`src/rtl/flash_suspend_ctrl.sv`:
```
module flash_suspend_ctrl #(
  parameter int TSUS = 4
) (
  input  logic       clk,
  input  logic       rst_n,
  input  logic       op_valid,
  input  logic [7:0] op_code,
  input  logic       work_done,
  output logic       op_accept,
  output logic       op_reject,
  output logic       busy,
  output logic       sus
);
  localparam int CW = $clog2(TSUS + 1);

  typedef enum logic [1:0] {K_NONE, K_ERASE, K_CHIP, K_PROG} kind_t;

  kind_t         kind, skind;
  logic          sus_q, acc_q, rej_q;
  logic [CW-1:0] lat, guard;

  logic is_sus, is_res, is_wrsr, is_rdsr, is_ers, is_chip, is_prog;
  logic blocked, sus_ok, take;

  assign is_sus  = op_code == 8'h75;
  assign is_res  = op_code == 8'h7A;
  assign is_wrsr = op_code == 8'h01;
  assign is_rdsr = op_code == 8'h05;
  assign is_ers  = op_code inside {8'h20, 8'h52, 8'hD8, 8'h44};
  assign is_chip = op_code inside {8'hC7, 8'h60};
  assign is_prog = op_code inside {8'h02, 8'h32, 8'h42};

  assign busy    = (kind != K_NONE) || (lat != '0);
  assign blocked = is_wrsr || ((skind == K_PROG) ? is_prog : (is_ers || is_chip));
  assign sus_ok  = !sus_q && lat == '0 && guard == '0 &&
                   (kind == K_ERASE || kind == K_PROG);
  assign take    = busy  ? (is_rdsr || (is_sus && sus_ok)) :
                   sus_q ? (!is_sus && !blocked) :
                           (!is_sus && !is_res);

  always_ff @(posedge clk or negedge rst_n) begin
    if (!rst_n) begin
      kind  <= K_NONE;
      skind <= K_NONE;
      sus_q <= 1'b0;
      lat   <= '0;
      guard <= '0;
      acc_q <= 1'b0;
      rej_q <= 1'b0;
    end else begin
      acc_q <= op_valid && take;
      rej_q <= op_valid && !take;
      if (lat != '0) lat <= lat - 1'b1;
      if (guard != '0) guard <= guard - 1'b1;
      if (work_done && kind != K_NONE) kind <= K_NONE;
      if (op_valid && take) begin
        if (is_sus) begin
          sus_q <= 1'b1;
          skind <= kind;
          kind  <= K_NONE;
          lat   <= CW'(TSUS);
        end else if (is_res) begin
          sus_q <= 1'b0;
          kind  <= skind;
          skind <= K_NONE;
          guard <= CW'(TSUS);
        end else if (is_ers) begin
          kind <= K_ERASE;
        end else if (is_chip) begin
          kind <= K_CHIP;
        end else if (is_prog) begin
          kind <= K_PROG;
        end
      end
    end
  end

  assign op_accept = acc_q;
  assign op_reject = rej_q;
  assign sus       = sus_q;

  a_r2_one_answer: assert property (@(posedge clk) disable iff (!rst_n)
    op_valid |=> (op_accept ^ op_reject));
  a_r2_no_spurious: assert property (@(posedge clk) disable iff (!rst_n)
    !op_valid |=> !(op_accept || op_reject));
  a_r6_sus_before_idle: assert property (@(posedge clk) disable iff (!rst_n)
    $rose(sus) |-> (busy && $past(busy)));
  a_r5_chip_no_suspend: assert property (@(posedge clk) disable iff (!rst_n)
    (kind == K_CHIP && !sus) |=> !sus);
  a_r10_guard_window: assert property (@(posedge clk) disable iff (!rst_n)
    (guard != '0) |=> !$rose(sus));
  a_r9_resume_busy: assert property (@(posedge clk) disable iff (!rst_n)
    $fell(sus) |-> busy);
  a_r7_nested_keeps_sus: assert property (@(posedge clk) disable iff (!rst_n)
    (sus && !busy && skind == K_ERASE && op_valid && is_prog) |=> (sus && busy));
endmodule

```
`config.mk`:
```
export PLATFORM = sky130hd
export DESIGN_NAME = flash_suspend_ctrl
export DESIGN_NICKNAME = d
export VERILOG_FILES = /design/src/rtl/flash_suspend_ctrl.sv
export SDC_FILE = /design/constraint.sdc
export NUM_CORES = 1
export LEC_CHECK = 0
export BUFFER_PORTS_ARGS = -buffer_cell sky130_fd_sc_hd__buf_2
export CAP_MARGIN = 20
export CORE_MARGIN = 1.5
export CORE_UTILIZATION = 50
export CTS_BUF_LIST = sky130_fd_sc_hd__clkbuf_8
export DETAILED_ROUTE_END_ITERATION = 8
export PLACE_DENSITY = 0.72
export SKIP_CTS_REPAIR_TIMING = 1
export SLEW_MARGIN = 20
export SYNTH_ARGS = -nofsm -noshare
export SYNTH_HDL_FRONTEND = slang
export SYNTH_SLANG_ARGS = --single-unit
```
`constraint.sdc`:
```
create_clock -name clk -period 2.32 [get_ports clk]
set_input_delay 0.348 -clock clk [delete_from_list [all_inputs] [get_ports clk]]
set_output_delay 0.348 -clock clk [all_outputs]
set_load 0.02 [all_outputs]
```
== Yosys cells after proc, flatten, opt, wreduce, memory -nomap -nowiden ==
Cells that the tools add are included.
Operators by class
  add/sub/neg operators: 2
  eq/ne operators: 16
  mux-type cells: 21
  reductions and logical operators: 29
Operators by type and width (count)
  8-bit by 7-bit == test with 1-bit output, second input constant: 6
  3-bit two-way mux: 7
  2-bit two-way mux: 9
  8-bit by 6-bit == test with 1-bit output, second input constant: 2
  8-bit == test, second input constant: 2
  1-bit logical AND: 9
  3-bit nonzero test: 3
  8-bit by 1-bit == test with 1-bit output, second input constant: 1
  8-bit by 2-bit == test with 1-bit output, second input constant: 1
  8-bit by 3-bit == test with 1-bit output, second input constant: 1
  3-bit zero test: 2
  2-bit nonzero test: 3
  3-bit by 1-bit subtractor with 3-bit output, second input constant: 2
  1-bit zero test: 5
  1-bit logical OR: 5
  1-bit two-way mux: 5
  2-bit == test, second input constant: 2
  4-bit nonzero test: 1
  2-bit by 1-bit == test with 1-bit output, second input constant: 1
  2-bit AND reduction: 1
Storage, ports and cells
  flip-flop bits (word level): 13
  bits of input ports: 12
  output and inout bits: 4
  logic and storage cells: 75

== Depth between registers and ports, before layout ==
Gate-level depths: netlist of the first run.
  word-level depth: 11
  gate-level depth with buffers: 9
  depth with buffers taken out: 8

== Least setup slack after synthesis of the first run ==
OpenSTA, ideal clock, no wires.
  kind: input -> register
  from: in op_code[4]
  to: reg skind[1]
  setup time: 120 ps
  data arrival time: 1860 ps
  data required time: 2200 ps
  path slack: 340 ps
  stages: 8
  buffers on the path: 2
  path through: buf_6 -> or4b_1 -> a21oi_1 -> a21oi_1 -> a31o_1 -> and3_4 -> buf_6 -> a31o_1
Between the ends
  word-level cells in the longest chain between the ends: 11
  elaborated cells on any way between the ends: 32
  classes of those cells: 13 x eq/ne; 4 x mux; 15 x reduce/logical
RTL lines
  from (decl): RTL line 7  | input logic [7:0] op_code,
  8-bit by 6-bit == test with 1-bit output, or another cell as far along: RTL line 29  | assign is_ers = op_code inside {8'h20, 8'h52, 8'hD8, 8'h44};
  4-bit nonzero test / 2-bit nonzero test (equally long branches): RTL line 29, 30
  1-bit logical OR: RTL line 34  | assign blocked = is_wrsr || ((skind == K_PROG) ? is_prog : (is_ers || is_chip));
  1-bit two-way mux: RTL line 34
  1-bit logical OR: RTL line 34
  1-bit zero test: RTL line 38  | sus_q ? (!is_sus && !blocked) :
  1-bit logical AND: RTL line 38
  1-bit two-way mux: RTL line 38
  1-bit two-way mux: RTL line 37  | assign take = busy ? (is_rdsr || (is_sus && sus_ok)) :
  1-bit logical AND: RTL line 56  | if (op_valid && take) begin
  2-bit AND reduction (no line)
  to (signal assigned): RTL line 59  | skind <= kind;
  to (decl): RTL line 18  | kind_t kind, skind;
Parallel ways exist; a longest one is shown, timed or not.
A chain may end at the register's enable or synchronous reset.

== Final worst setup path of the first run ==
  from: reg lat[0]
  to: reg kind[1]
Between the ends
  word-level cells in the longest chain between the ends: 9
  elaborated cells on any way between the ends: 11
  classes of those cells: 2 x mux; 9 x reduce/logical
RTL lines
  from (decl): RTL line 20  | logic [CW-1:0] lat, guard;
  from (signal assigned): RTL line 53  | if (lat != '0) lat <= lat - 1'b1;
  from (signal assigned): RTL line 61  | lat <= CW'(TSUS);
  3-bit zero test: RTL line 35  | assign sus_ok = !sus_q && lat == '0 && guard == '0 &&
  1-bit logical AND (3 in a row): RTL line 35
  1-bit logical AND: RTL line 37
  1-bit logical OR: RTL line 37
  1-bit two-way mux (*): RTL line 37
  1-bit logical AND (*): RTL line 56
  2-bit two-way mux (*): RTL line 56
  to (signal assigned): RTL line 64  | kind <= skind;
  to (decl): RTL line 18
Every way passes the cells marked *; elsewhere a longest branch is shown, timed or not.

==> results of run 1 <==
[worst max-delay path: stages, from the launching register on]
cell and delay (ns):
dfrtp_1 0.35, inv_1 0.11, ha_1 0.19, nand2b_1 0.10, nor3_2 0.24, o311a_1 0.28
or2_1 0.20, and3_4 0.23, mux2i_1 0.20
[kinds of logic after synthesis]
| family | count (synthesis) | synth area share |
|---|---|---|
| flip-flops | 13 | 0.335 |
| buffers and inverters | 12 | 0.0708 |
| multiplexers | 2 | 0.0206 |
| XOR/XNOR | 2 | 0.0180 |
| adder cells (fa/ha/maj) | 4 | 0.0515 |
| AND/OR/NAND/NOR | 46 | 0.306 |
| AO/OA/AOI/OAI | 26 | 0.198 |
[cell type report]
type / instances / area [µm²] / share of cell area
multi-input cells: 80 / 583 / 0.520
well taps: 25 / 31.3 / 0.0279
inverters: 8 / 30.0 / 0.0268
clock inverters: 1 / 3.75 / 0.00334
clock buffers: 3 / 41.3 / 0.0368
flip-flops and latches: 13 / 325 / 0.290
repair buffers: 19 / 108 / 0.0959
[synthesized netlist by cell type (3+ instances only)]
library cell | count | share of area
nand3_1 | 4 | 0.021
ha_1 | 4 | 0.051
nor2_1 | 12 | 0.046
nand4b_1 | 4 | 0.036
a21oi_1 | 5 | 0.026
dfrtp_1 | 13 | 0.33
nand2b_1 | 3 | 0.019
nor2b_1 | 6 | 0.039
buf_6 | 3 | 0.035
inv_1 | 8 | 0.031
a31oi_1 | 3 | 0.019
[through the flow]
stage	power [mW]	utilization	instances	hold WS (ns)	instance area, µm²
floorplan	0.650	-	105	0.0524	972
global placement	0.759	0.596	144	0.243	1060
detailed placement	0.763	0.596	144	0.246	1060
CTS	0.960	0.621	148	-0.0160	1110
global route	1.03	0.629	149	0.413	1120
finish	0.953	0.629	149	0.394	1120
[registers in the layout (all words and copies together) (netlist names)]
register and flops:
guard 3, lat 3, kind 2, skind 2, op_accept 1, op_reject 1
sus 1
[where the power goes]
part	internal [mW]	leakage [nW]	switching, mW
sequential	0.296	0.162	0.0314
combinational	0.197	0.327	0.236
clock	0.116	0.0269	0.0755
total	0.610	0.515	0.343
[worst paths after layout]
| path | start | end | slack [ns] |
|---|---|---|---|
| worst min register to register | guard[2] | guard[2] | 0.55 |
| worst min-delay path | op_valid | guard[0] | 0.39 |
| max in group asynchronous | rst_n | lat[1] | 1.58 |
| worst max register to register | lat[0] | kind[1] | 0.33 |
| worst max-delay path | lat[0] | kind[1] | 0.33 |
| min in group asynchronous | rst_n | sus | 0.52 |
[layer usage]
metal | up-vias | routed length, µm | GRT usage
li1 | 438 | - | -
met2 | 26 | 922 | 0.351
met4 | 0 | 26 | 0.0667
met5 | - | 0 | 0
met1 | 418 | 1040 | 0.314
met3 | 4 | 111 | 0.0692
==> results.ini, run 1 <==
[sta]
timing.fmax_ghz=0.504
period_needed_ns=1.99
worst_slack_ns=0.335
rsz0062_at_grt=no
setup_viol=0
slew_headroom=0.752
fin_crit_sh=0.856
finalSetupTns_ns=0
tightest_slew_ns=0.368
fin_worst_skew_ns=0.00202
finalHoldViolCount=0
drv_slew=0

[worst_setup_path]
critPathCaptureType=flip-flop
cp_max_fo=4
criticalPathCategory=reg -> reg
required_ns=2.48
start_kind=flip-flop
crit_arrival_ns=2.15
rr_worst_depth=8

[run]
maxCapViolCount=0

[pwr]
p_leak_nw=0.515
peakVddDrop_v=0.000581
power_density_nw_per_um2=849

[cells_and_area]
nFillCells=160
area_growth_syn_to_layout_pct=15.4
n_antenna_cell=0
final_common_cell=buf_2
fin_nets=141
mostFrequentLayoutCells=buf_2 (15), dfrtp_1 (13), nor2_1 (12), inv_1 (9), nor2b_1 (6)
drive_above_1_share=0.202

[global_routing]
gr-usage-all-layers=0.229
grt_remaining_overflow=0
grt_pass1_vias=805
grt_max_degree=14
grt_pass1_wl_um=3460
grt_antenna_before_repair=0

[synth]
synth-warning-count=0
async_flop_share=1.00
ys_ff_latch=13
synth_cell_type_count=39
synth_enable_flop_cells=0
synth_ff_type=dfrtp_1
syn_nets=121
synthCells=105
avgSynthCellArea_um2=9.26
ys_seq_area_frac=0.335
netlist_area_um2=972

[floorplan]
core_area_um2=1780
initial_core_util=0.545
rows=15
die-height_um=47.1
die_area_um2=2220
chipWidth_um=47.1
ios=16

[routing]
wl_per_cell_um=14.1
dr.pass1.iters=4
remaining_drc_errors=0
wirelength_um=2100
drtIter0Drc=23
ant_nets=0
viasPerCell=5.95
vias=886

[clocking]
clk_latency_ns=0.24
cts-root-buf=clkbuf_8
htree_num_levels=1
cts_buffer_depth=2
cts.clk_slew.worst_paths_ns=0.05
tritoncts=yes
clock_sinks=13
numCtsBuffers=3

[placement]
place_ws_ns=0.219
routabilityCongestion=0.813
hpwlAfterDp_um=1660
numPortBuffers=15

[min_path]
hold_class=in -> reg
hold_depth=2

[status]
status=finished clean

Power figures use the tool's default switching activity.
==> run 2, diff against run 1 <==
Settings changed: REMOVE_ABC_BUFFERS set to 1.
==> run 2 against run 1 <==
Compared with the run above: the run now ends with hold timing left; sequential share of layout area rose by 0.59 points; die area unchanged; clock skew is essentially flat; cell area fell by 2.0%; highest routed layer unchanged.
==> results.ini, run 2 (synthesis gave the netlist of run 1 again) <==
[status]
status=finished with violations
violations=hold timing

[routing]
wl_per_cell_um=13.9  ; -1.3%
wirelength_um=2040  ; -2.6%
vias=859  ; -3.0%
drtIter0Drc=22  ; -4.3%
viasPerCell=5.84  ; -1.7%
ant_nets=0  ; unchanged
remaining_drc_errors=0  ; unchanged
dr.pass1.iters=6  ; +2

[cells_and_area]
final_util=0.617  ; -0.0126
reg_top3=guard: 3 flops, lat: 3 flops
mostFrequentLayoutCells=buf_2 (15), dfrtp_1 (13), nor2_1 (12), inv_1 (9), nor2b_1 (6)
area_growth_syn_to_layout_pct=13.1
final_common_cell=buf_2
drive_above_1_share=0.189  ; -0.0131
n_antenna_cell=0  ; unchanged
nFillCells=159  ; -0.63%
fin_nets=139  ; -1.4%

[floorplan]
die_area_um2=2220  ; unchanged
die-height_um=47.1  ; unchanged
chipWidth_um=47.1  ; unchanged
ios=16  ; unchanged
core_area_um2=1780  ; unchanged
rows=15  ; unchanged
initial_core_util=0.545  ; unchanged

[placement]
numPortBuffers=15  ; unchanged
place_ws_ns=0.267  ; +0.0479 ns
hpwlAfterDp_um=1590  ; -4.3%
routabilityCongestion=0.830  ; +2.1%

[worst_setup_path]
crit_arrival_ns=2.27  ; +0.12 ns
cp_max_fo=4  ; unchanged
slowest_stage=nor3_1
start_kind=flip-flop
path_delay_family=simple AND/OR/NAND/NOR gates
required_ns=2.48  ; about the same
critPathCaptureType=flip-flop
crit_buf_inv=1  ; unchanged
cp_cell_sequence=inv_1, ha_1, nand2b_1, nor3_1, o311a_1, or2_1, and3_4, mux2i_1
cp_slowest_stage_delay_ns=0.37  ; +0.02 ns
criticalPathCategory=reg -> reg

[global_routing]
grt_remaining_overflow=0  ; unchanged
grt_pass1_wl_um=3350  ; -3.2%
grt_antenna_before_repair=0  ; unchanged
gr-usage-all-layers=0.213  ; -0.0156
grt_pass1_vias=775  ; -3.7%
grt_max_degree=14  ; unchanged

[sta]
rsz0062_at_grt=no
drv_slew=0  ; unchanged
timing.fmax_ghz=0.475  ; -5.7%
finalHoldViolCount=13  ; +13
finalSetupTns_ns=0  ; unchanged
worst_slack_ns=0.215  ; -0.120 ns
tightest_slew_ns=0.456  ; +0.0884 ns
fin_worst_skew_ns=0.00240  ; +0.000386 ns
fin_crit_sh=0.907  ; +0.0515
period_needed_ns=2.11  ; +0.120 ns
slew_headroom=0.693  ; -0.0582
setup_viol=0  ; unchanged
hold-worst-slack_ns=-0.0175  ; -0.412 ns

[clocking]
clk_latency_ns=0.24  ; about the same
numCtsBuffers=3  ; unchanged
tritoncts=yes
cts.clk_slew.worst_paths_ns=0.05  ; about the same
cts_buffer_depth=2  ; unchanged
clock_sinks=13  ; unchanged
htree_num_levels=1  ; unchanged
cts-root-buf=clkbuf_8

[pwr]
power_density_nw_per_um2=855  ; +0.65%
p_total_uw=940  ; -1.4%
p_leak_nw=0.501  ; -2.7%
peakVddDrop_v=0.000698  ; +20%

[min_path]
hold_class=in -> async

[run]
maxCapViolCount=0  ; unchanged

==> run 2: cell types whose count changed in the layout (fill, tap and decap cells not counted), sizes merged <==
| cell | delta |
|---|---|
| buf | -1 |
| dlygate4sd3 | -1 |
==> run 2: power breakdown <==
group          switching [mW]  total (mW)  internal (mW)
combinational           0.232       0.419          0.187
clock                  0.0769       0.194          0.117
sequential             0.0317       0.328          0.296
==> run 2: per-stage QoR <==
stage	area, µm²	std cells
finish	1100	147
global route	1100	147
CTS	1100	147
detailed placement	1050	143
global placement	1050	143
floorplan	933	101
==> run 2: worst paths after layout <==
path                       cells after the start      from  slack (ns)        end
setup / recovery                               8    lat[0]        0.21    kind[1]
hold / removal                                 1     rst_n       -0.02   guard[2]
setup reg to reg                               8    lat[0]        0.21    kind[1]
hold reg to reg                                2  guard[2]        0.53   guard[2]
max in group asynchronous                      1     rst_n        2.12  op_reject
min in group clk                               2  op_valid        0.37   guard[0]
==> run 2: layout make-up <==
class                   instances  area, µm²  share of cell area
multi-input cells              80        578               0.526
flip-flops and latches         13        325               0.296
repair buffers                 17       90.1              0.0819
clock buffers                   3       41.3              0.0375
well taps                      25       31.3              0.0284
inverters                       8       30.0              0.0273
clock inverters                 1       3.75             0.00341
==> run 2: per-layer routing <==
layer  global-route usage  wire length, µm  vias to the layer above
met5                    0                0                        -
met4                0.100               35                        0
met3               0.0269               99                        4
met2                0.345              969                       32
met1                0.282              938                      395
li1                     -                -                      428
